`src/rtl/ctl_stage_pkg.sv`:
```
package ctl_stage_pkg;
  localparam int STG_W  = 3;
  localparam int RESP_W = 2;

  typedef enum logic [STG_W-1:0] {
    ST_IDLE      = 3'b000,
    ST_RD_DATA   = 3'b001,
    ST_RD_STAT   = 3'b010,
    ST_WR_DATA   = 3'b011,
    ST_WR_STAT   = 3'b100,
    ST_WR_NODATA = 3'b101,
    ST_SEQ_ERR   = 3'b110,
    ST_RSVD      = 3'b111
  } stage_e;

  typedef struct packed {
    logic setup_done;
    logic setup_tok;
    logic in_tok;
    logic out_tok;
    logic hs_ack;
    logic rx_data;
    logic rx_zlp;
    logic rx_oversize;
  } evt_t;

  localparam logic [RESP_W-1:0] RESP_STALL = 2'b10;
  localparam logic [RESP_W-1:0] RESP_NONE  = 2'b00;
endpackage

```
`src/rtl/ctl_stage_next.sv`:
```
module ctl_stage_next
  import ctl_stage_pkg::*;
#(
  parameter int LEN_W = 16
) (
  input  stage_e           cur,
  input  evt_t             ev,
  input  logic             dir_in,
  input  logic [LEN_W-1:0] req_len,
  input  logic             served,
  input  logic             sticky,
  input  logic             clr_req,
  output stage_e           nxt,
  output logic             setup_acc
);
  logic len_zero;
  logic bad_pkt;

  assign len_zero = (req_len == '0);
  assign bad_pkt  = ev.rx_data && !ev.rx_zlp;

  always_comb begin
    nxt       = cur;
    setup_acc = 1'b0;
    if (cur == ST_SEQ_ERR) begin
      if (sticky) begin
        if (clr_req) nxt = ST_IDLE;
      end else if (ev.setup_tok) begin
        nxt = ST_IDLE;
      end
    end else if (ev.setup_tok) begin
      nxt = ST_IDLE;
    end else if (ev.rx_oversize) begin
      nxt = ST_SEQ_ERR;
    end else begin
      case (cur)
        ST_IDLE: begin
          if (ev.setup_done) begin
            setup_acc = 1'b1;
            if (len_zero)    nxt = ST_WR_NODATA;
            else if (dir_in) nxt = ST_RD_DATA;
            else             nxt = ST_WR_DATA;
          end
        end
        ST_RD_DATA: begin
          if (ev.out_tok) nxt = served ? ST_RD_STAT : ST_SEQ_ERR;
        end
        ST_RD_STAT: begin
          if (ev.in_tok || bad_pkt) nxt = ST_SEQ_ERR;
          else if (ev.hs_ack)       nxt = ST_IDLE;
        end
        ST_WR_DATA: begin
          if (ev.in_tok) nxt = served ? ST_WR_STAT : ST_SEQ_ERR;
        end
        ST_WR_STAT, ST_WR_NODATA: begin
          if (ev.out_tok)     nxt = ST_SEQ_ERR;
          else if (ev.hs_ack) nxt = ST_IDLE;
        end
        default: nxt = ST_IDLE;
      endcase
    end
  end
endmodule

```
`src/rtl/ctl_stage_progress.sv`:
```
module ctl_stage_progress
  import ctl_stage_pkg::*;
(
  input  logic   clk,
  input  logic   rst_n,
  input  stage_e cur,
  input  stage_e nxt,
  input  logic   hs_ack,
  output logic   served
);
  logic in_data;
  assign in_data = (cur == ST_RD_DATA) || (cur == ST_WR_DATA);

  always_ff @(posedge clk) begin
    if (!rst_n)          served <= 1'b0;
    else if (nxt != cur) served <= 1'b0;
    else if (in_data && hs_ack) served <= 1'b1;
  end


  served_scope_chk: assert property (@(posedge clk) disable iff (!rst_n)
    served |-> (cur == ST_RD_DATA || cur == ST_WR_DATA));
endmodule

```
`src/rtl/ctl_irq_flag.sv`:
```
module ctl_irq_flag (
  input  logic clk,
  input  logic rst_n,
  input  logic set_ev,
  input  logic clr_req,
  output logic flag
);
  always_ff @(posedge clk) begin
    if (!rst_n)       flag <= 1'b0;
    else if (set_ev)  flag <= 1'b1;
    else if (clr_req) flag <= 1'b0;
  end


  set_wins_chk: assert property (@(posedge clk) disable iff (!rst_n)
    set_ev |=> flag);

  clr_only_chk: assert property (@(posedge clk) disable iff (!rst_n)
    (clr_req && !set_ev) |=> !flag);
endmodule

```
`src/rtl/ctl_stage_tracker.sv`:
```
module ctl_stage_tracker
  import ctl_stage_pkg::*;
#(
  parameter int LEN_W = 16
) (
  input  logic             clk,
  input  logic             rst_n,
  input  logic             sticky_err_en,
  input  logic             setup_done,
  input  logic             setup_tok,
  input  logic             in_tok,
  input  logic             out_tok,
  input  logic             hs_ack,
  input  logic             rx_data,
  input  logic             rx_zlp,
  input  logic             rx_oversize,
  input  logic             req_dir_in,
  input  logic [LEN_W-1:0] req_len,
  input  logic             flag_clr,
  output logic [2:0]       stage,
  output logic             stage_irq,
  output logic [1:0]       ep0_resp
);
  stage_e            cur_q;
  stage_e            nxt;
  evt_t              ev;
  logic              served;
  logic              setup_acc;
  logic              set_ev;
  logic [RESP_W-1:0] resp_q;

  assign ev = '{setup_done:  setup_done,
                setup_tok:   setup_tok,
                in_tok:      in_tok,
                out_tok:     out_tok,
                hs_ack:      hs_ack,
                rx_data:     rx_data,
                rx_zlp:      rx_zlp,
                rx_oversize: rx_oversize};

  ctl_stage_next #(.LEN_W(LEN_W)) u_next (
    .cur       (cur_q),
    .ev        (ev),
    .dir_in    (req_dir_in),
    .req_len   (req_len),
    .served    (served),
    .sticky    (sticky_err_en),
    .clr_req   (flag_clr),
    .nxt       (nxt),
    .setup_acc (setup_acc)
  );

  ctl_stage_progress u_prog (
    .clk    (clk),
    .rst_n  (rst_n),
    .cur    (cur_q),
    .nxt    (nxt),
    .hs_ack (hs_ack),
    .served (served)
  );

  assign set_ev = setup_acc || ((cur_q != ST_SEQ_ERR) && (nxt != cur_q));

  ctl_irq_flag u_irq (
    .clk     (clk),
    .rst_n   (rst_n),
    .set_ev  (set_ev),
    .clr_req (flag_clr),
    .flag    (stage_irq)
  );

  always_ff @(posedge clk) begin
    if (!rst_n) begin
      cur_q  <= ST_IDLE;
      resp_q <= RESP_NONE;
    end else begin
      cur_q <= nxt;
      if (nxt == ST_SEQ_ERR)       resp_q <= RESP_STALL;
      else if (cur_q == ST_SEQ_ERR) resp_q <= RESP_NONE;
    end
  end

  assign stage    = cur_q;
  assign ep0_resp = resp_q;


  no_rsvd_chk: assert property (@(posedge clk) disable iff (!rst_n)
    stage != 3'b111);

  stall_on_err_chk: assert property (@(posedge clk) disable iff (!rst_n)
    (stage == 3'b110) |-> (ep0_resp == 2'b10));

  sticky_hold_chk: assert property (@(posedge clk) disable iff (!rst_n)
    (stage == 3'b110 && sticky_err_en && !flag_clr) |=> (stage == 3'b110));

  nonsticky_release_chk: assert property (@(posedge clk) disable iff (!rst_n)
    (stage == 3'b110 && !sticky_err_en && setup_tok) |=> (stage == 3'b000));

  abort_chk: assert property (@(posedge clk) disable iff (!rst_n)
    (stage != 3'b110 && setup_tok) |=> (stage == 3'b000));

  status_ack_chk: assert property (@(posedge clk) disable iff (!rst_n)
    ((stage == 3'b101 || stage == 3'b100) && hs_ack && !out_tok
      && !setup_tok && !rx_oversize) |=> (stage == 3'b000));
endmodule

```
`config.mk`:
```
export PLATFORM = sky130hd
export DESIGN_NAME = ctl_stage_tracker
export DESIGN_NICKNAME = d
export VERILOG_FILES = /design/src/rtl/ctl_stage_pkg.sv /design/src/rtl/ctl_stage_next.sv /design/src/rtl/ctl_stage_progress.sv /design/src/rtl/ctl_irq_flag.sv /design/src/rtl/ctl_stage_tracker.sv
export SDC_FILE = /design/constraint.sdc
export NUM_CORES = 1
export LEC_CHECK = 0
export BUFFER_PORTS_ARGS = -buffer_cell sky130_fd_sc_hd__buf_2
export CAP_MARGIN = 20
export CORE_MARGIN = 5
export CORE_UTILIZATION = 36
export CTS_CLUSTER_DIAMETER = 30
export CTS_CLUSTER_SIZE = 16
export DETAILED_ROUTE_END_ITERATION = 16
export PLACE_DENSITY = 0.7
export REMOVE_ABC_BUFFERS = 1
export SETUP_SLACK_MARGIN = 0.2
export SYNTH_ARGS = -nofsm -noshare
export SYNTH_HDL_FRONTEND = slang
export SYNTH_SLANG_ARGS = --single-unit
```
`constraint.sdc`:
```
create_clock -name clk -period 1.6 [get_ports clk]
set_input_delay 0.48 -clock clk [delete_from_list [all_inputs] [get_ports clk]]
set_output_delay 0.48 -clock clk [all_outputs]
set_load 0.05 [all_outputs]
```
Word-level counts from Yosys, hierarchy flattened
Index checks and enable logic that the tools add are counted.
{ "word_totals": {"regBits": 6, "inputBits": 29, "elab_cells": 53} }
{ "op_classes": {"n_eq_ne": 9, "n_mux": 26, "n_bitwise": 1, "n_reduce_logical": 13} }
{ "op_table": {"columns": ["operator", "n"], "rows": [
  ["3-bit 2-to-1 mux", 14],
  ["16-bit logical NOT", 1],
  ["3-bit case mux with 5 select lines", 1],
  ["3-bit equality test (second input constant)", 4],
  ["2-bit 2-to-1 mux", 4],
  ["1-bit 2-to-1 mux", 7],
  ["3-bit by 2-bit equality test with 1-bit output (second input constant)", 2],
  ["2-bit nonzero test", 2],
  ["2-bit OR reduction", 2],
  ["3-bit by 1-bit equality test with 1-bit output (second input constant)", 1],
  ["1-bit logical AND", 3],
  ["3-bit logical NOT", 1],
  ["1-bit logical OR", 3],
  ["3-bit inequality test", 1],
  ["3-bit inequality test (second input constant)", 1],
  ["1-bit logical NOT", 1],
  ["1-bit inverter", 1]
]} }

Longest topological paths before layout
{ "logic_depth": {"depth_word": 12, "mapped_depth": 7, "ltp_nobuf": 6} }

Hierarchy
From an unflattened synthesis, not the netlist that was laid out.
{ "unflattened": {"cells_unflattened": 78, "area_unflattened_um2": 603.1} }
{ "modules_own_cells": {"columns": ["mod", "instances", "cells_each", "area_per_inst_um2", "seq_area_each_um2"], "rows": [
  ["ctl_stage_next", 1, 41, 264.0, 0.0],
  ["ctl_stage_tracker", 1, 26, 225.2, 80.1],
  ["ctl_stage_progress", 1, 8, 72.6, 20.0],
  ["ctl_irq_flag", 1, 3, 41.3, 20.0]
]} }

Worst setup path before layout
Ideal clock, no wire load.
{ "synth_timing": {"path_kind": "register to register", "start": "reg cur_q[2], in the netlist stage[2]", "end": "reg u_prog.served", "t_arrival_ps": 1925, "required_time_ps": 1482, "path_slack_ps": -443, "path_stages_with_launch": 7, "synth_period_minus_slack_ps": 2043, "path_cell_list": "dfxtp_1 > nand2b_2 > a211oi_2 > a2111o_1 > and2_1 > o221a_1 > o2111a_1"} }
{ "synth_between": {"elab_chain_cells": 8} }
{ "synth_lines": {"columns": ["element", "line_no", "rtl"], "rows": [
  ["start: declaration", "ctl_stage_tracker.sv:24", "stage_e cur_q;"],
  ["start signal: assignment", "ctl_stage_tracker.sv:77", "cur_q <= nxt;"],
  ["3-bit equality test or 3-bit 2-to-1 mux (tied branches)", "ctl_stage_next.sv:36, ctl_stage_next.sv:50, ctl_stage_next.sv:57", null],
  ["2-bit OR reduction, or another cell as far along", "ctl_stage_next.sv:36", "case (cur)"],
  ["3-bit case mux with 5 select lines", "ctl_stage_next.sv:36", null],
  ["3-bit 2-to-1 mux", "ctl_stage_next.sv:33", "end else if (ev.rx_oversize) begin"],
  ["3-bit 2-to-1 mux", "ctl_stage_next.sv:31", "end else if (ev.setup_tok) begin"],
  ["3-bit 2-to-1 mux", "ctl_stage_next.sv:25", "if (cur == ST_SEQ_ERR) begin"],
  ["3-bit inequality test", "ctl_stage_progress.sv:16", "else if (nxt != cur) served <= 1'b0;"],
  ["2-bit OR reduction (no source line)", null, null],
  ["end signal: assignment", "ctl_stage_progress.sv:15", "if (!rst_n) served <= 1'b0;"],
  ["end signal: assignment", "ctl_stage_progress.sv:16", null],
  ["end signal: assignment", "ctl_stage_progress.sv:17", "else if (in_data && hs_ack) served <= 1'b1;"],
  ["end: declaration", "ctl_stage_progress.sv:9", "output logic served"]
]} }
Several ways; a longest one is shown, not always the timed one.
A chain may end at the register's enable or synchronous reset.

Worst setup path after layout
{ "layout_timing": {"start": "in hs_ack", "end": "reg u_prog.served"} }
{ "layout_between": {"elab_chain_cells": 8} }
{ "layout_lines": {"columns": ["element", "line_no", "rtl"], "rows": [
  ["start: declaration", "ctl_stage_tracker.sv:13", "input logic hs_ack,"],
  ["3-bit 2-to-1 mux", "ctl_stage_next.sv:50, ctl_stage_next.sv:57", null],
  ["3-bit 2-to-1 mux (on tied branches)", "ctl_stage_next.sv:56, ctl_stage_next.sv:49", null],
  ["3-bit case mux with 5 select lines", "ctl_stage_next.sv:36", null],
  ["3-bit 2-to-1 mux", "ctl_stage_next.sv:33", null],
  ["3-bit 2-to-1 mux", "ctl_stage_next.sv:31", null],
  ["3-bit 2-to-1 mux", "ctl_stage_next.sv:25", null],
  ["3-bit inequality test", "ctl_stage_progress.sv:16", null],
  ["2-bit OR reduction (no source line)", null, null]
]} }
Several ways; a longest one is shown, not always the timed one.

==> impl_metrics.sql <==
INSERT INTO impl_metrics (metric_group, metric, value, unit) VALUES
('run_status', 'outcome', 'finished, violations left', ''),
('run_status', 'violations_in_the_final_reports', 'negative setup slack', ''),
('detailed_routing', 'vias', '698', ''),
('global_route', 'antenna_found_initial', '0', ''),
('die', 'io_pins', '35', ''),
('sta', 'fin_worst_skew', '3.23', 'ps'),
('clocking', 'cts-root-buf', 'clkbuf_4', ''),
('worst_setup_path', 'crit_chain', 'buf_2 -> nor2b_4 -> a311oi_2 -> or4_4 -> a211oi_4 -> o2111a_1', ''),
('die', 'die-width', '48.3', 'µm'),
('global_route', 'grt_pass1_vias', '677', ''),
('worst_setup_path', 'crit_cells', '6', ''),
('synth', 'synth_top_area_share', '22.7', '%'),
('place', 'place_worst_setup_slack', '-353', 'ps'),
('clocking', 'numCtsBuffers', '3', ''),
('synth', 'ys_dominant_reg_cell', 'dfxtp_1', ''),
('synth', 'yosysMostFrequentCell', 'nor2_1', ''),
('place', 'port_buffers', '33', ''),
('die', 'initial_cell_density_of_the_core', '39.2', '%'),
('clocking', 'cts.sinks', '6', ''),
('die', 'core-area', '0.00135', 'mm²'),
('clocking', 'cts_hold_buffers', '0', ''),
('power_and_ir_drop', 'cellLeakagePower', '0.439', 'nW'),
('sta', 'fin_setup_tns', '-31.2', 'ps'),
('final_layout', 'area_growth_syn_to_layout', '79.7', '%'),
('clocking', 'h_tree_levels', '1', ''),
('place', 'numPlacedInstances', '127', ''),
('synth', 'cell_accounting_for_the_most_synthesized_area', 'dfxtp_1', ''),
('detailed_routing', 'route.detailed.wl_per_inst', '13.2', 'µm'),
('synth', 'syn_avg_cell_area', '7.78', 'µm²'),
('job', 'timing.max_cap.violations', '0', ''),
('worst_setup_path', 'crit_path_slowest_cell', 'or4_4', ''),
('worst_setup_path', 'timing.critical_path.slowest_cell_delay', '510', 'ps'),
('final_layout', 'antenna-diode-count', '0', ''),
('worst_setup_path', 'reg2regPathDepth', '5', ''),
('synth', 'ys_top_cells_by_area', 'dfxtp_1 23%, nand2b_1 5.9%, nor2_1 5.0%, a211oi_2 4.7%, nor4_1 4.7%', ''),
('global_route', 'grt_usage', '14.6', '%'),
('detailed_routing', 'remaining_drc_errors', '0', ''),
('clocking', 'path_clk_slew', '40', 'ps'),
('worst_setup_path', 'timing_worst_setup_path_type', 'input pin to register', ''),
('sta', 'final_critical_path_setup_slack', '-24.0', 'ps'),
('sta', 'report.final.setup_viol', '2', ''),
('worst_setup_path', 'crit_arrival', '1810', 'ps'),
('sta', 'post-route-period-util', '102', '%'),
('synth', 'synth.top_cells.by_count', '7 x nor2_1, 6 x dfxtp_1, 5 x nand2_1, 5 x nand2b_1, 4 x nor4_1', ''),
('global_route', 'grt_first_pass_wirelength', '2.84', 'mm'),
('synth', 'synth_sequential_area_ratio', '22.7', '%'),
('synth', 'netlist-cell-type-count', '35', ''),
('die', 'die-height', '48.3', 'µm'),
('clocking', 'clk_path_buf_depth', '2', ''),
('synth', 'syn-instance-count', '68', ''),
('place', 'final_hpwl_from_detailed_placement', '1.37', 'mm'),
('detailed_routing', 'route.final.wire_length', '1.74', 'mm'),
('sta', 'finalWorstPathRequiredPeriod', '1620', 'ps'),
('min_path', 'hold_path_class', 'register to register', ''),
('synth', 'synth.yosys.warnings', '0', ''),
('final_layout', 'post-route-util', '70.4', '%'),
('detailed_routing', 'vias_per_cell', '5.29', ''),
('global_route', 'grt.overflow.total', '0', ''),
('sta', 'slew_violations', '0', ''),
('power_and_ir_drop', 'irDropWorstVdd', '523', 'µV'),
('place', 'gp_routability_congestion', '0.877', ''),
('sta', 'hold_slack', '451', 'ps'),
('clocking', 'cts_tree', 'done', ''),
('sta', 'achievable-frequency', '616', 'MHz'),
('synth', 'synth.ff_latch_count', '6', ''),
('die', 'floorplan.die_area', '0.00234', 'mm²'),
('detailed_routing', 'antenna_left', '0', ''),
('detailed_routing', 'initialDrtViolationCount', '22', ''),
('synth', 'synth-edff-count', '0', ''),
('clocking', 'clk-insertion-delay-late', '250', 'ps'),
('final_layout', 'layout-drive-gt1-share', '59.8', '%');
[flip-flops by register name (all words and copies together) (netlist names)]
name / cells
ep0_resp: 1
u_prog.served: 1
stage: 3
u_irq.flag: 1
[tightest hold or removal path, stage by stage (launching register included)]
cell,delay [ps]
dfxtp_1,300
nand2_1,50
a21boi_1,50
[per-layer routing]
metal / GRT usage (%) / wire [µm]
met2: 24.1 / 850
met4: 5.53 / 25
met3: 4.28 / 122
met1: 17.4 / 740
met5: 0 / 0
[final cells by class]
type | count | area (µm²)
Clock buffer | 3 | 22.5
Fill cell | 107 | 399
Inverter | 3 | 11.3
Multi-Input combinational cell | 57 | 462
Sequential cell | 6 | 130
Tap cell | 15 | 18.8
Timing Repair Buffer | 48 | 307
[worst paths after layout]
kind	startpoint	endpoint	slack, ps
setup / recovery	hs_ack	u_prog.served	-20
hold / removal	ep0_resp[1]	ep0_resp[1]	450
setup reg to reg	stage[0]	u_prog.served	-20
hold reg to reg	ep0_resp[1]	ep0_resp[1]	450
[through the flow]
stage	power (W)	area, µm²
CTS	0.000543	908
global route	0.000587	951
detailed placement	0.000380	796
floorplan	0.000287	514
finish	0.000560	951
global placement	0.000377	796
[where the power goes]
group	internal, W	switching, W	leakage [nW]	total [W]
logic	0.000124	0.000122	0.374	0.000247
registers	0.000160	0.0000143	0.0516	0.000174
clock network	0.0000848	0.0000540	0.0138	0.000139
[cell families (layout without fill, tap and decap cells)]
logic type	after synthesis	in the layout	share of synthesized area, %
buffers and inverters	5	54	4.96
other	1	1	0.709
and+or+nand+nor	36	36	38.8
AOI/OAI and AO/OA	19	19	31.2
xor gates and xnor gates	1	1	1.66
DFF	6	6	22.7
[cells in the final DEF (no fill, tap or decap), types with 2 or more instances in the layout]
master	instances
nor3b_2	2
nor2_1	7
buf_8	2
nand2_1	4
nor4_1	4
dfxtp_1	2
inv_1	3
dfxtp_4	2
nand2b_4	2
clkbuf_4	3
and2_1	2
nor2b_1	2
dfxtp_2	2
nand2b_1	4
o21ai_0	2
buf_2	29
buf_4	16
[repair_timing]
item	CTS	global route
endpoints found under the setup margin	9	7
resized for setup	18	12
pin swaps	10	2
setup buffers	2	0
No activity file was read; power rests on OpenSTA's default activity.
